--- src/rtl/dct_pkg.sv ---
package dct_pkg;
    localparam int DATA_W = 32;
    localparam int ADDR_W = 2;

    typedef enum logic [1:0] {
        ST_HALT    = 2'd0,
        ST_RUN_INT = 2'd1,
        ST_RUN_EXT = 2'd2
    } run_state_e;

    typedef enum logic [ADDR_W-1:0] {
        A_CTRL   = 2'd0,
        A_RELOAD = 2'd1,
        A_COUNT  = 2'd2,
        A_CAPT   = 2'd3
    } reg_addr_e;

    localparam int B_START = 0;
    localparam int B_SRC   = 1;
    localparam int B_EDGE  = 2;
    localparam int B_CAPM  = 4;
    localparam int B_UIE   = 6;
    localparam int B_UFLG  = 8;
    localparam int B_CFLG  = 9;
endpackage

--- src/rtl/dct_pin_edge.sv ---
module dct_pin_edge #(
    parameter int SYNC_STAGES = 2
) (
    input  logic clk,
    input  logic rst_n,
    input  logic pin,
    output logic rise,
    output logic fall
);
    logic [SYNC_STAGES-1:0] sync_q;
    logic                   prev_q;

    always_ff @(posedge clk or negedge rst_n) begin
        if (!rst_n) begin
            sync_q <= '0;
            prev_q <= 1'b0;
        end else begin
            sync_q <= {sync_q[SYNC_STAGES-2:0], pin};
            prev_q <= sync_q[SYNC_STAGES-1];
        end
    end

    assign rise = sync_q[SYNC_STAGES-1] & ~prev_q;
    assign fall = ~sync_q[SYNC_STAGES-1] & prev_q;

    // a rising strobe reflects a high pin sampled SYNC_STAGES edges ago
    assert_rise_from_pin_R3: assert property (@(posedge clk) disable iff (!rst_n)
        rise |-> $past(pin, SYNC_STAGES));
    // strobes last one cycle
    assert_single_strobe_R3: assert property (@(posedge clk) disable iff (!rst_n)
        (rise || fall) |=> !(rise || fall));
endmodule

--- src/rtl/dct_counter.sv ---
module dct_counter #(
    parameter int W = 32
) (
    input  logic         clk,
    input  logic         rst_n,
    input  logic         evt,
    input  logic         wr_count,
    input  logic [W-1:0] wr_data,
    input  logic [W-1:0] reload,
    output logic [W-1:0] count,
    output logic         underflow
);
    logic [W-1:0] count_q;
    logic         at_zero;

    assign at_zero   = (count_q == '0);
    assign underflow = evt & at_zero & ~wr_count;
    assign count     = count_q;

    always_ff @(posedge clk or negedge rst_n) begin
        if (!rst_n) begin
            count_q <= '1;
        end else if (wr_count) begin
            count_q <= wr_data;
        end else if (evt) begin
            count_q <= at_zero ? reload : count_q - 1'b1;
        end
    end

    assert_dec_by_one_R2: assert property (@(posedge clk) disable iff (!rst_n)
        (evt && !wr_count && count_q != '0) |=> count_q == $past(count_q) - 1'b1);
    assert_reload_on_wrap_R4: assert property (@(posedge clk) disable iff (!rst_n)
        (evt && !wr_count && count_q == '0) |=> count_q == $past(reload));
    assert_write_wins_R9: assert property (@(posedge clk) disable iff (!rst_n)
        wr_count |=> count_q == $past(wr_data));
    assert_hold_idle_R6: assert property (@(posedge clk) disable iff (!rst_n)
        (!evt && !wr_count) |=> $stable(count_q));
endmodule

--- src/rtl/dct_capture.sv ---
module dct_capture #(
    parameter int W = 32
) (
    input  logic         clk,
    input  logic         rst_n,
    input  logic         fire,
    input  logic [W-1:0] count,
    output logic [W-1:0] capt
);
    logic [W-1:0] capt_q;

    always_ff @(posedge clk or negedge rst_n) begin
        if (!rst_n) capt_q <= '0;
        else if (fire) capt_q <= count;
    end

    assign capt = capt_q;

    assert_capt_copies_R7: assert property (@(posedge clk) disable iff (!rst_n)
        fire |=> capt_q == $past(count));
    assert_capt_hold_R8: assert property (@(posedge clk) disable iff (!rst_n)
        !fire |=> $stable(capt_q));
endmodule

--- src/rtl/dct_timer_top.sv ---
module dct_timer_top
    import dct_pkg::*;
#(
    parameter int W           = DATA_W,
    parameter int SYNC_STAGES = 2
) (
    input  logic              clk,
    input  logic              rst_n,
    input  logic              reg_wr,
    input  logic [ADDR_W-1:0] reg_addr,
    input  logic [W-1:0]      reg_wdata,
    output logic [W-1:0]      reg_rdata,
    input  logic              tick_en,
    input  logic              tmr_pin,
    input  logic              standby,
    output logic              irq_underflow,
    output logic              irq_capture
);
    run_state_e state_q, state_d;

    logic       start_q, src_q, uie_q, uflg_q, cflg_q;
    logic [1:0] edge_q, capm_q;
    logic [W-1:0] reload_q;

    logic wr_ctrl, wr_reload, wr_count;
    logic pin_rise, pin_fall;
    logic ext_evt, cap_edge;
    logic cnt_evt, cap_fire;
    logic uflow;
    logic [W-1:0] count_w, capt_w;

    assign wr_ctrl   = reg_wr && (reg_addr == A_CTRL);
    assign wr_reload = reg_wr && (reg_addr == A_RELOAD);
    assign wr_count  = reg_wr && (reg_addr == A_COUNT);

    // Control and reload registers
    always_ff @(posedge clk or negedge rst_n) begin
        if (!rst_n) begin
            start_q  <= 1'b0;
            src_q    <= 1'b0;
            edge_q   <= 2'b00;
            capm_q   <= 2'b00;
            uie_q    <= 1'b0;
            reload_q <= '1;
        end else begin
            if (wr_ctrl) begin
                start_q <= reg_wdata[B_START];
                src_q   <= reg_wdata[B_SRC];
                edge_q  <= reg_wdata[B_EDGE +: 2];
                capm_q  <= reg_wdata[B_CAPM +: 2];
                uie_q   <= reg_wdata[B_UIE];
            end
            if (wr_reload) reload_q <= reg_wdata;
        end
    end

    // Sticky flags: set wins, write 0 clears
    always_ff @(posedge clk or negedge rst_n) begin
        if (!rst_n) begin
            uflg_q <= 1'b0;
            cflg_q <= 1'b0;
        end else begin
            if (uflow) uflg_q <= 1'b1;
            else if (wr_ctrl && !reg_wdata[B_UFLG]) uflg_q <= 1'b0;
            if (cap_fire) cflg_q <= 1'b1;
            else if (wr_ctrl && !reg_wdata[B_CFLG]) cflg_q <= 1'b0;
        end
    end

    // Run state register
    always_ff @(posedge clk or negedge rst_n) begin
        if (!rst_n) state_q <= ST_HALT;
        else        state_q <= state_d;
    end

    // Next state
    always_comb begin
        state_d = state_q;
        unique case (state_q)
            ST_HALT: begin
                if (start_q) state_d = src_q ? ST_RUN_EXT : ST_RUN_INT;  // go_ext / go_int
            end
            ST_RUN_INT: begin
                if (!start_q)   state_d = ST_HALT;                      // stop
                else if (src_q) state_d = ST_RUN_EXT;                   // to_ext
            end
            ST_RUN_EXT: begin
                if (!start_q)    state_d = ST_HALT;                     // stop
                else if (!src_q) state_d = ST_RUN_INT;                  // to_int
            end
            default: state_d = ST_HALT;
        endcase
    end

    // Edge qualification
    always_comb begin
        unique case (edge_q)
            2'b00:   ext_evt = pin_rise;
            2'b01:   ext_evt = pin_fall;
            default: ext_evt = pin_rise | pin_fall;
        endcase
        cap_edge = (edge_q == 2'b01) ? pin_fall : pin_rise;
    end

    // State outputs
    always_comb begin
        cnt_evt  = 1'b0;
        cap_fire = 1'b0;
        unique case (state_q)
            ST_HALT: begin
                cnt_evt  = 1'b0;
                cap_fire = 1'b0;
            end
            ST_RUN_INT: begin
                cnt_evt  = tick_en;
                cap_fire = cap_edge && (capm_q != 2'b00) && !standby;
            end
            ST_RUN_EXT: begin
                cnt_evt  = ext_evt;
                cap_fire = 1'b0;
            end
            default: begin
                cnt_evt  = 1'b0;
                cap_fire = 1'b0;
            end
        endcase
    end

    dct_pin_edge #(.SYNC_STAGES(SYNC_STAGES)) u_edge (
        .clk  (clk),
        .rst_n(rst_n),
        .pin  (tmr_pin),
        .rise (pin_rise),
        .fall (pin_fall)
    );

    dct_counter #(.W(W)) u_cnt (
        .clk      (clk),
        .rst_n    (rst_n),
        .evt      (cnt_evt),
        .wr_count (wr_count),
        .wr_data  (reg_wdata),
        .reload   (reload_q),
        .count    (count_w),
        .underflow(uflow)
    );

    dct_capture #(.W(W)) u_cap (
        .clk  (clk),
        .rst_n(rst_n),
        .fire (cap_fire),
        .count(count_w),
        .capt (capt_w)
    );

    // Read mux
    always_comb begin
        reg_rdata = '0;
        unique case (reg_addr)
            A_CTRL: begin
                reg_rdata[B_START]    = start_q;
                reg_rdata[B_SRC]      = src_q;
                reg_rdata[B_EDGE +: 2] = edge_q;
                reg_rdata[B_CAPM +: 2] = capm_q;
                reg_rdata[B_UIE]      = uie_q;
                reg_rdata[B_UFLG]     = uflg_q;
                reg_rdata[B_CFLG]     = cflg_q;
            end
            A_RELOAD: reg_rdata = reload_q;
            A_COUNT:  reg_rdata = count_w;
            A_CAPT:   reg_rdata = capt_w;
            default:  reg_rdata = '0;
        endcase
    end

    assign irq_underflow = uflg_q & uie_q;
    assign irq_capture   = cflg_q & capm_q[1];

    assert_uflow_sets_flag_R4: assert property (@(posedge clk) disable iff (!rst_n)
        uflow |=> uflg_q);
    assert_capture_sets_flag_R7: assert property (@(posedge clk) disable iff (!rst_n)
        cap_fire |=> cflg_q);
    assert_halt_freezes_R6: assert property (@(posedge clk) disable iff (!rst_n)
        (state_q == ST_HALT && !wr_count) |=> ($stable(count_w) && $stable(capt_w)));
    assert_standby_blocks_R8: assert property (@(posedge clk) disable iff (!rst_n)
        standby |=> $stable(capt_w));
    assert_ext_no_capture_R8: assert property (@(posedge clk) disable iff (!rst_n)
        (state_q == ST_RUN_EXT) |=> $stable(capt_w));
endmodule

--- config.mk ---
export PLATFORM = sky130hd
export DESIGN_NAME = dct_timer_top
export DESIGN_NICKNAME = d
export VERILOG_FILES = /design/src/rtl/dct_pkg.sv /design/src/rtl/dct_pin_edge.sv /design/src/rtl/dct_counter.sv /design/src/rtl/dct_capture.sv /design/src/rtl/dct_timer_top.sv
export SDC_FILE = /design/constraint.sdc
export NUM_CORES = 1
export LEC_CHECK = 0
export ABC_AREA = 1
export CAP_MARGIN = 20
export CORE_ASPECT_RATIO = 0.6
export CORE_UTILIZATION = 35
export CTS_CLUSTER_DIAMETER = 150
export CTS_CLUSTER_SIZE = 24
export DETAILED_ROUTE_END_ITERATION = 12
export DONT_BUFFER_PORTS = 1
export GPL_ROUTABILITY_DRIVEN = 0
export GPL_TIMING_DRIVEN = 0
export HOLD_SLACK_MARGIN = 0.03
export SLEW_MARGIN = 20
export SYNTH_ARGS = -nofsm -noshare
export SYNTH_HDL_FRONTEND = slang
export SYNTH_SLANG_ARGS = --single-unit
--- constraint.sdc ---
create_clock -name clk -period 1.65 [get_ports clk]
set_input_delay 0.33 -clock clk [delete_from_list [all_inputs] [get_ports clk]]
set_output_delay 0.33 -clock clk [all_outputs]
set_load 0.05 [all_outputs]
==> results of run 1 <==
logic make-up (layout without fill, tap and decap cells):
logic type | after synthesis | in the layout | share of synthesized area (%)
and+or+nand+nor | 506 | 507 | 32.9
buffers and inverters | 161 | 273 | 9.85
AOI/OAI and AO/OA | 135 | 135 | 11.9
DFF | 110 | 110 | 42.2
adders and majority gates | 8 | 8 | 1.49
muxes | 6 | 6 | 1.01
xor gates and xnor gates | 5 | 5 | 0.652
through the flow:
stage | util [%] | power [W] | std cells
2_1_floorplan | - | 0.00909 | 931
3_3_place_gp | 40.2 | 0.0104 | 1171
3_5_place_dp | 40.2 | 0.0105 | 1171
4_1_cts | 49.9 | 0.0147 | 1270
5_1_grt | 53.1 | 0.0167 | 1284
6_report | 53.1 | 0.0159 | 1284
metal layers:
layer	track usage, %	vias to the layer above
li1	-	3233
met1	42.0	3492
met2	37.0	435
met3	13.5	40
met4	4.52	0
met5	0	-
path summary, 6_finish.rpt:
check / slack (ps) / end / from / depth (start not counted)
min reg2reg: 380 / u_edge.sync_q[1]$_DFF_PN0_ / u_edge.sync_q[0]$_DFF_PN0_ / 0
max: -500 / reg_rdata[13] / u_cnt.count[13]$_DFFE_PN1P_ / 2
min: -350 / edge_q[0]$_DFFE_PN0P_ / rst_n / 0
max reg2reg: -200 / u_cnt.count[25]$_DFFE_PN1P_ / u_cnt.count[0]$_DFFE_PN1P_ / 11
max in group asynchronous: 1770 / u_cnt.count[30]$_DFFE_PN1P_ / rst_n / 0
min in group clk: 90 / reload_q[20]$_DFFE_PN1P_ / reg_wdata[20] / 2
flip-flops by register name (all words and copies together), names as in the netlist:
name,cells
capm_q,2
cflg_q,1
edge_q,2
reload_q,32
src_q,1
start_q,1
state_q,2
u_cap.capt,32
u_cnt.count,32
u_edge.prev_q,1
u_edge.sync_q,2
uflg_q,1
uie_q,1
worst max-delay path, stage by stage (launching register included):
cell and delay [ps]:
sky130_fd_sc_hd__dfstp_2 570, sky130_fd_sc_hd__inv_4 50, sky130_fd_sc_hd__o211ai_1 840
final cells by class:
type	count	area, um^2
buffer	36	364
clock buffer	12	246
clock inverter	4	32.5
fill	1627	8650
inverter	125	551
multi-input combinational	661	4500
sequential	110	2830
tap	240	300
timing repair buffer	96	966
power breakdown:
group	internal [W]	switching, W
Clock	0.00108	0.00109
Combinational	0.00326	0.00553
Sequential	0.00398	0.000979
cells in the final DEF (no fill, tap or decap), types with 32 or more instances in the layout:
| master | synthesis | layout |
|---|---|---|
| sky130_fd_sc_hd__nand2_1 | 300 | 249 |
| sky130_fd_sc_hd__buf_4 | 1 | 67 |
| sky130_fd_sc_hd__nand2_2 | 4 | 32 |
| sky130_fd_sc_hd__inv_1 | 119 | 74 |
| sky130_fd_sc_hd__dfrtp_1 | 46 | 46 |
| sky130_fd_sc_hd__nor2_1 | 66 | 48 |
| sky130_fd_sc_hd__nand3_2 | 4 | 41 |
| sky130_fd_sc_hd__dfstp_2 | 64 | 64 |
| sky130_fd_sc_hd__o21ai_0 | 72 | 32 |
| sky130_fd_sc_hd__nand3_1 | 97 | 54 |
repair_timing:
action | in CTS | in global routing
resized for setup | 218 | 165
buffers inserted | 74 | 15
setup endpoints to repair | 97 | 99
hold endpoints to repair | 111 | 110
pin swaps | 95 | 65
gates cloned | 8 | 2
==> results.md, run 1 <==
- The flow ran to the end, but the final reports show violations.
- The final reports fail on negative hold slack, negative setup slack.
- Wire segments on met3 add up to 4340 um in the final route.
- The synthesized design contains 0 enable-type register cells.
- The class of the worst hold path is input pin to async pin.
- The total routed wire length on the met1 layer is 12800 um.
- STA classifies the critical path endpoint as an output pin.
- The routed wire length is 27900 um.
- After legalization and detailed placement, the total HPWL measured 18100 um.
- Synthesis produced a netlist whose cell count is 931.
- In the finished design, the share of the clock period the worst path needs comes to 131%.
- In the detailed route, the total length drawn on met2 is 10500 um.
- The area growth from synthesis to layout is 45.8%.
- The wire length of the first global-routing pass is 41300 um.
- The netlist area before placement is 0.00672 mm^2.
- The clock sink total is 110.
- The minimum setup slack in the final design is -504 ps.
- The worst pin sits at a relative slew slack of 28.0%.
- The worst setup path category is flop to output pin.
- The number of nets in the synthesized netlist is 979.
- For the final database, setup skew stands at 13.9 ps.
- The worst setup path is launched from a flop.
- The count of buffers added on input and output ports is 0.
- Entering global routing, the biggest net connects 111 pins.
- The most used flip-flop cell after synthesis is sky130_fd_sc_hd__dfstp_2.
- The peak supply drop is 0.000700 V.
- The data arrival at the endpoint of the critical path is 1820 ps.
- Setup repair after global routing could not meet its margin everywhere.
- Sequential cells were found to cover 42.2% of the synthesized design area.
- For this run, the number of Yosys warnings is 0.
- In this run the horizontal extent of the chip is 181 um.
- The floorplan has 38 rows.
- The synthesized design contains 110 register bits.
- The most numerous cell in the Yosys netlist is sky130_fd_sc_hd__nand2_1.
- At the worst endpoint, the required time is 1320 ps.
- The post-synthesis async set-or-reset flop share is 100%.
- The via count is 7200.
- Setup violations remaining at the end of the flow were counted as 65.
- Once detail routing completed, the nets flagged for antenna violations numbered 0.
- The tightest hold path in the finished design has a slack of -351 ps.
- The deepest level of the CTS H-tree is 3.
- The antenna diode count is 0.
- In this run the power density over the cells is 1620 mW/mm^2.
- The initial core utilization is 36.4%.
- After synthesis, the netlist uses 34 different library cells.
- Across the run, the number of max-cap violations was 0.
- The floorplan step defined a die boundary enclosing 0.0198 mm^2.
- The max-slew violation count was 0.
- Cells with a size suffix above 1 make up 44.4% of the layout.
- The clock latency on the worst-skew pair is 370 ps.
- The global-route total usage across every layer is 28.5%.
- After detailed routing, the number of vias per cell comes to 5.61.
- In this run the cell area measured after placement is 0.00742 mm^2.
- Averaged over all synthesized cells, the footprint is 7.22 um^2.
- The number of clock buffers added by TritonCTS is 9.
- The total global routing overflow is 0.
- The commonest cells after synthesis are sky130_fd_sc_hd__nand2_1 (300), sky130_fd_sc_hd__inv_1 (119), sky130_fd_sc_hd__nand3_1 (97).
- The root buffer cell chosen for the clock tree is sky130_fd_sc_hd__clkbuf_16.
- The initial DRC count is 896.
- The total DRC errors in the routed layout is 0.
- After clock tree synthesis, the clock-pin slew on the worst setup and hold paths is 80 ps.
- The worst path in the final design needs a cycle of 2150 ps, including I/O delays and setup.
- The most area-hungry cell type in the Yosys netlist is sky130_fd_sc_hd__dfstp_2.
- Before CTS, the worst setup slack after placement is -542 ps.
- The number of global-route vias before repair was 6717.
- The final routed wire length divided by cell count is 21.8 um.
- The floorplan core area is 0.0184 mm^2.
- For this run, the top clock speed supported by timing is 464 MHz.
- The maximum fanout along the worst path is 2.
- The count of hold-fix buffers inserted at cts is 1.
- The number of hold-slack violations in the final timing report was 110.
- At the pin with the least slew margin, the transition time is 1080 ps.
- The leakage power is 4.52 nW.
- TritonCTS built the clock tree.
- The longest clock path from root to sink contains 2 buffers.
- 74 I/O pins were placed.
- The highest layer touched by signal routing is met4.
- The first detailed-routing pass took 6 iterations.
- Yosys attributes the largest share of cell area to sky130_fd_sc_hd__dfstp_2 (25%), sky130_fd_sc_hd__dfrtp_1 (17%), sky130_fd_sc_hd__nand2_1 (17%), sky130_fd_sc_hd__nand3_1 (7.2%), sky130_fd_sc_hd__inv_1 (6.6%).
- The top cell type by area accounts for 25.0% of the synthesized area.
- For the final routed database, the setup TNS stands at -8850 ps.
- The final standard cell area without fillers is 0.00980 mm^2.
- The vertical die dimension is 109 um.
- The initial antenna violation count is 0.
- The net count of the finished layout is 1087.
Power figures use the tool's default switching activity.
==> run 2: changes to the inputs <==
CAP_MARGIN = 25   (was 20)
==> results of run 2 <==
No change in the layout: final DEF, timing and power equal those of run 1.
==> run 3: changes to the inputs <==
PLACE_DENSITY_LB_ADDON = 0.25   (was unset)
==> results.md, run 3 (same netlist as run 1, synthesis figures left out) <==
- The critical path is of the flop to output pin type.
- The worst clock skew is 11.6 ps.
- The checks that failed: negative hold slack, negative setup slack.
- The deepest level of the CTS H-tree is 3.
- The die outline width is 181 um.
- The number of global-route vias before repair is 6758.
- The final routed wire length divided by cell count is 21.2 um.
- The post-route minimum period is 2140 ps.
- Setup repair after global routing could not meet its margin everywhere.
- The max-slew violation count is 0.
- The number of hold-slack violations in the final timing report is 110.
- Clock-pin slew was measured on the worst setup and hold paths at 70 ps.
- After global routing the overflow that remains totals 0.
- The area overhead of the layout relative to synthesis is 46.0%.
- The clock latency on the worst-skew pair is 370 ps.
- The data arrival at the endpoint of the critical path is 1810 ps.
- The initial antenna violation count is 0.
- The net count of the finished layout is 1098.
- In the post-route analysis, the smallest setup slack over all paths is -488 ps.
- In the layout the commonest cells are sky130_fd_sc_hd__nand2_1 (266), sky130_fd_sc_hd__buf_4 (78), sky130_fd_sc_hd__inv_1 (68), sky130_fd_sc_hd__dfstp_2 (64), sky130_fd_sc_hd__o21ai_0 (58).
- The proportion of layout cells with a drive suffix above 1 is 43.3%.
- The worst setup path is captured at an output pin.
- The core region is 0.0184 mm^2.
- Dividing the final minimum period by the clock period gives 130%.
- Global routing used 28.0% of the available tracks.
- The transition time at the pin with the least slew margin is 1050 ps.
- The number of hold buffers added after CTS was 1.
- The first global-routing pass estimated 40700 um of wire.
- The number of fill cells in the layout is 1683.
- The leakage power is 4.52 nW.
- The number of placed instances, taps included, is 1171.
- The maximum fanout along the worst path is 3.
- The number of max-capacitance violations reported is 0.
- The run finished, with violations left.
- The detailed placer's ending HPWL is 17900 um.
- The die footprint is 0.0198 mm^2.
- The count of cells in the finished layout, fillers not included, comes to 1295.
- The worst-case headroom to the max-slew limit is 29.5%.
- The first routing iteration left 764 violations.
- In this run the remaining antenna-violating nets after routing total 0.
- TritonCTS built the clock tree.
- The tree is rooted in a sky130_fd_sc_hd__clkbuf_16.
- Once the floorplan was initialized, standard cells occupied 36.4% of the core.
- VDD sags by at most 0.000642 V.
- Setup violations remaining at the end of the flow were counted as 65.
- STA puts the critical path data required time at 1320 ps.
- The worst hold path belongs to the class input pin to async pin.
- In this run the power density over the cells is 1650 mW/mm^2.
- Entering global routing, the biggest net connects 111 pins.
- The number of buffers created by CTS is 9.
- The worst setup path is launched from a flop.
- The routed wire length is 27400 um.
- For this design the top-level I/O count stands at 74.
- The site row count is 38.
- The tightest hold margin is -341 ps.
- Using the TritonRoute via totals, the vias-per-cell ratio works out to 5.45.
- The clock sink total is 110.
- Static timing analysis puts the maximum clock frequency at 468 MHz.
- The first detailed-routing pass took 5 iterations.
- The die is 109 um tall.
- After detailed routing, the number of remaining DRC violations is 0.
- The number of port buffers is 0.
- The antenna diode count is 0.
- The detailed router placed 7056 vias in this run.
- The maximum buffer depth of the clock tree is 2.
- The leading cell type in the layout, fill and taps excluded is sky130_fd_sc_hd__nand2_1.
## run 3: cell count changes in the layout (fill, tap and decap cells not counted), moves of 11 or more
cell	before	now
sky130_fd_sc_hd__buf_4	67	78
sky130_fd_sc_hd__nand2_1	249	266
sky130_fd_sc_hd__nand2_2	32	20
sky130_fd_sc_hd__o21ai_0	32	58
sky130_fd_sc_hd__o21ai_1	25	11
sky130_fd_sc_hd__o21ai_2	16	4
## run 3: cell type report
type,instances,area (um^2),share of cell area [%]
buffer,35,297,3.02
clock buffer,12,267,2.72
timing repair buffer,108,1060,10.8
multi-input combinational,661,4420,45.0
tap,240,300,3.06
sequential,110,2830,28.9
inverter,125,578,5.89
clock inverter,4,53.8,0.549
## run 3: stage by stage
stage	instance area [um^2]	util [%]	setup slack, ps	power, W	setup TNS, ps
2_1_floorplan	7120	-	-248	0.00909	-1860
3_3_place_gp	7420	40.2	-544	0.0104	-22160
3_5_place_dp	7420	40.2	-550	0.0104	-24270
4_1_cts	9310	50.5	-492	0.0151	-6430
5_1_grt	9810	53.2	-525	0.0170	-10700
6_report	9810	53.2	-488	0.0162	-7090
## run 3: per-layer routing
metal / wire length (um) / track usage (%) / vias to the layer above
li1: - / - / 3268
met1: 12700 / 41.2 / 3403
met2: 10600 / 36.5 / 354
met3: 3770 / 11.8 / 31
met4: 418 / 7.63 / 0
met5: 0 / 0 / -
## run 3: worst max-delay path: stages (launching register included)
cell,delay (ps)
sky130_fd_sc_hd__dfstp_2,540
sky130_fd_sc_hd__inv_2,70
sky130_fd_sc_hd__o211ai_1,830
## run 3: timing repair
action,in CTS,in global routing
gates resized for setup,212,126
hold endpoints to repair,111,110
pin swaps,79,69
gates cloned,7,2
endpoints found under the setup margin,97,93
buffers inserted,89,13
## run 3: power breakdown
group / internal [W] / leakage, nW / switching, W / total [W]
logic: 0.00342 / 3.09 / 0.00551 / 0.00893
clock network: 0.00131 / 0.151 / 0.00109 / 0.00240
registers: 0.00397 / 1.27 / 0.000894 / 0.00487
total: 0.00870 / 4.52 / 0.00750 / 0.0162
## run 3: worst paths after layout
kind,from,end,slack [ps],cells after the start
min in group clk,reg_wdata[19],reload_q[19]$_DFFE_PN1P_,80,2
max in group asynchronous,rst_n,u_cnt.count[30]$_DFFE_PN1P_,1710,0
hold reg to reg,u_edge.sync_q[0]$_DFF_PN0_,u_edge.sync_q[1]$_DFF_PN0_,350,0
setup reg to reg,u_cnt.count[0]$_DFFE_PN1P_,u_cnt.count[20]$_DFFE_PN1P_,-170,11
hold / removal,rst_n,cflg_q$_DFFE_PN0P_,-340,0
setup / recovery,u_cnt.count[13]$_DFFE_PN1P_,reg_rdata[13],-490,2
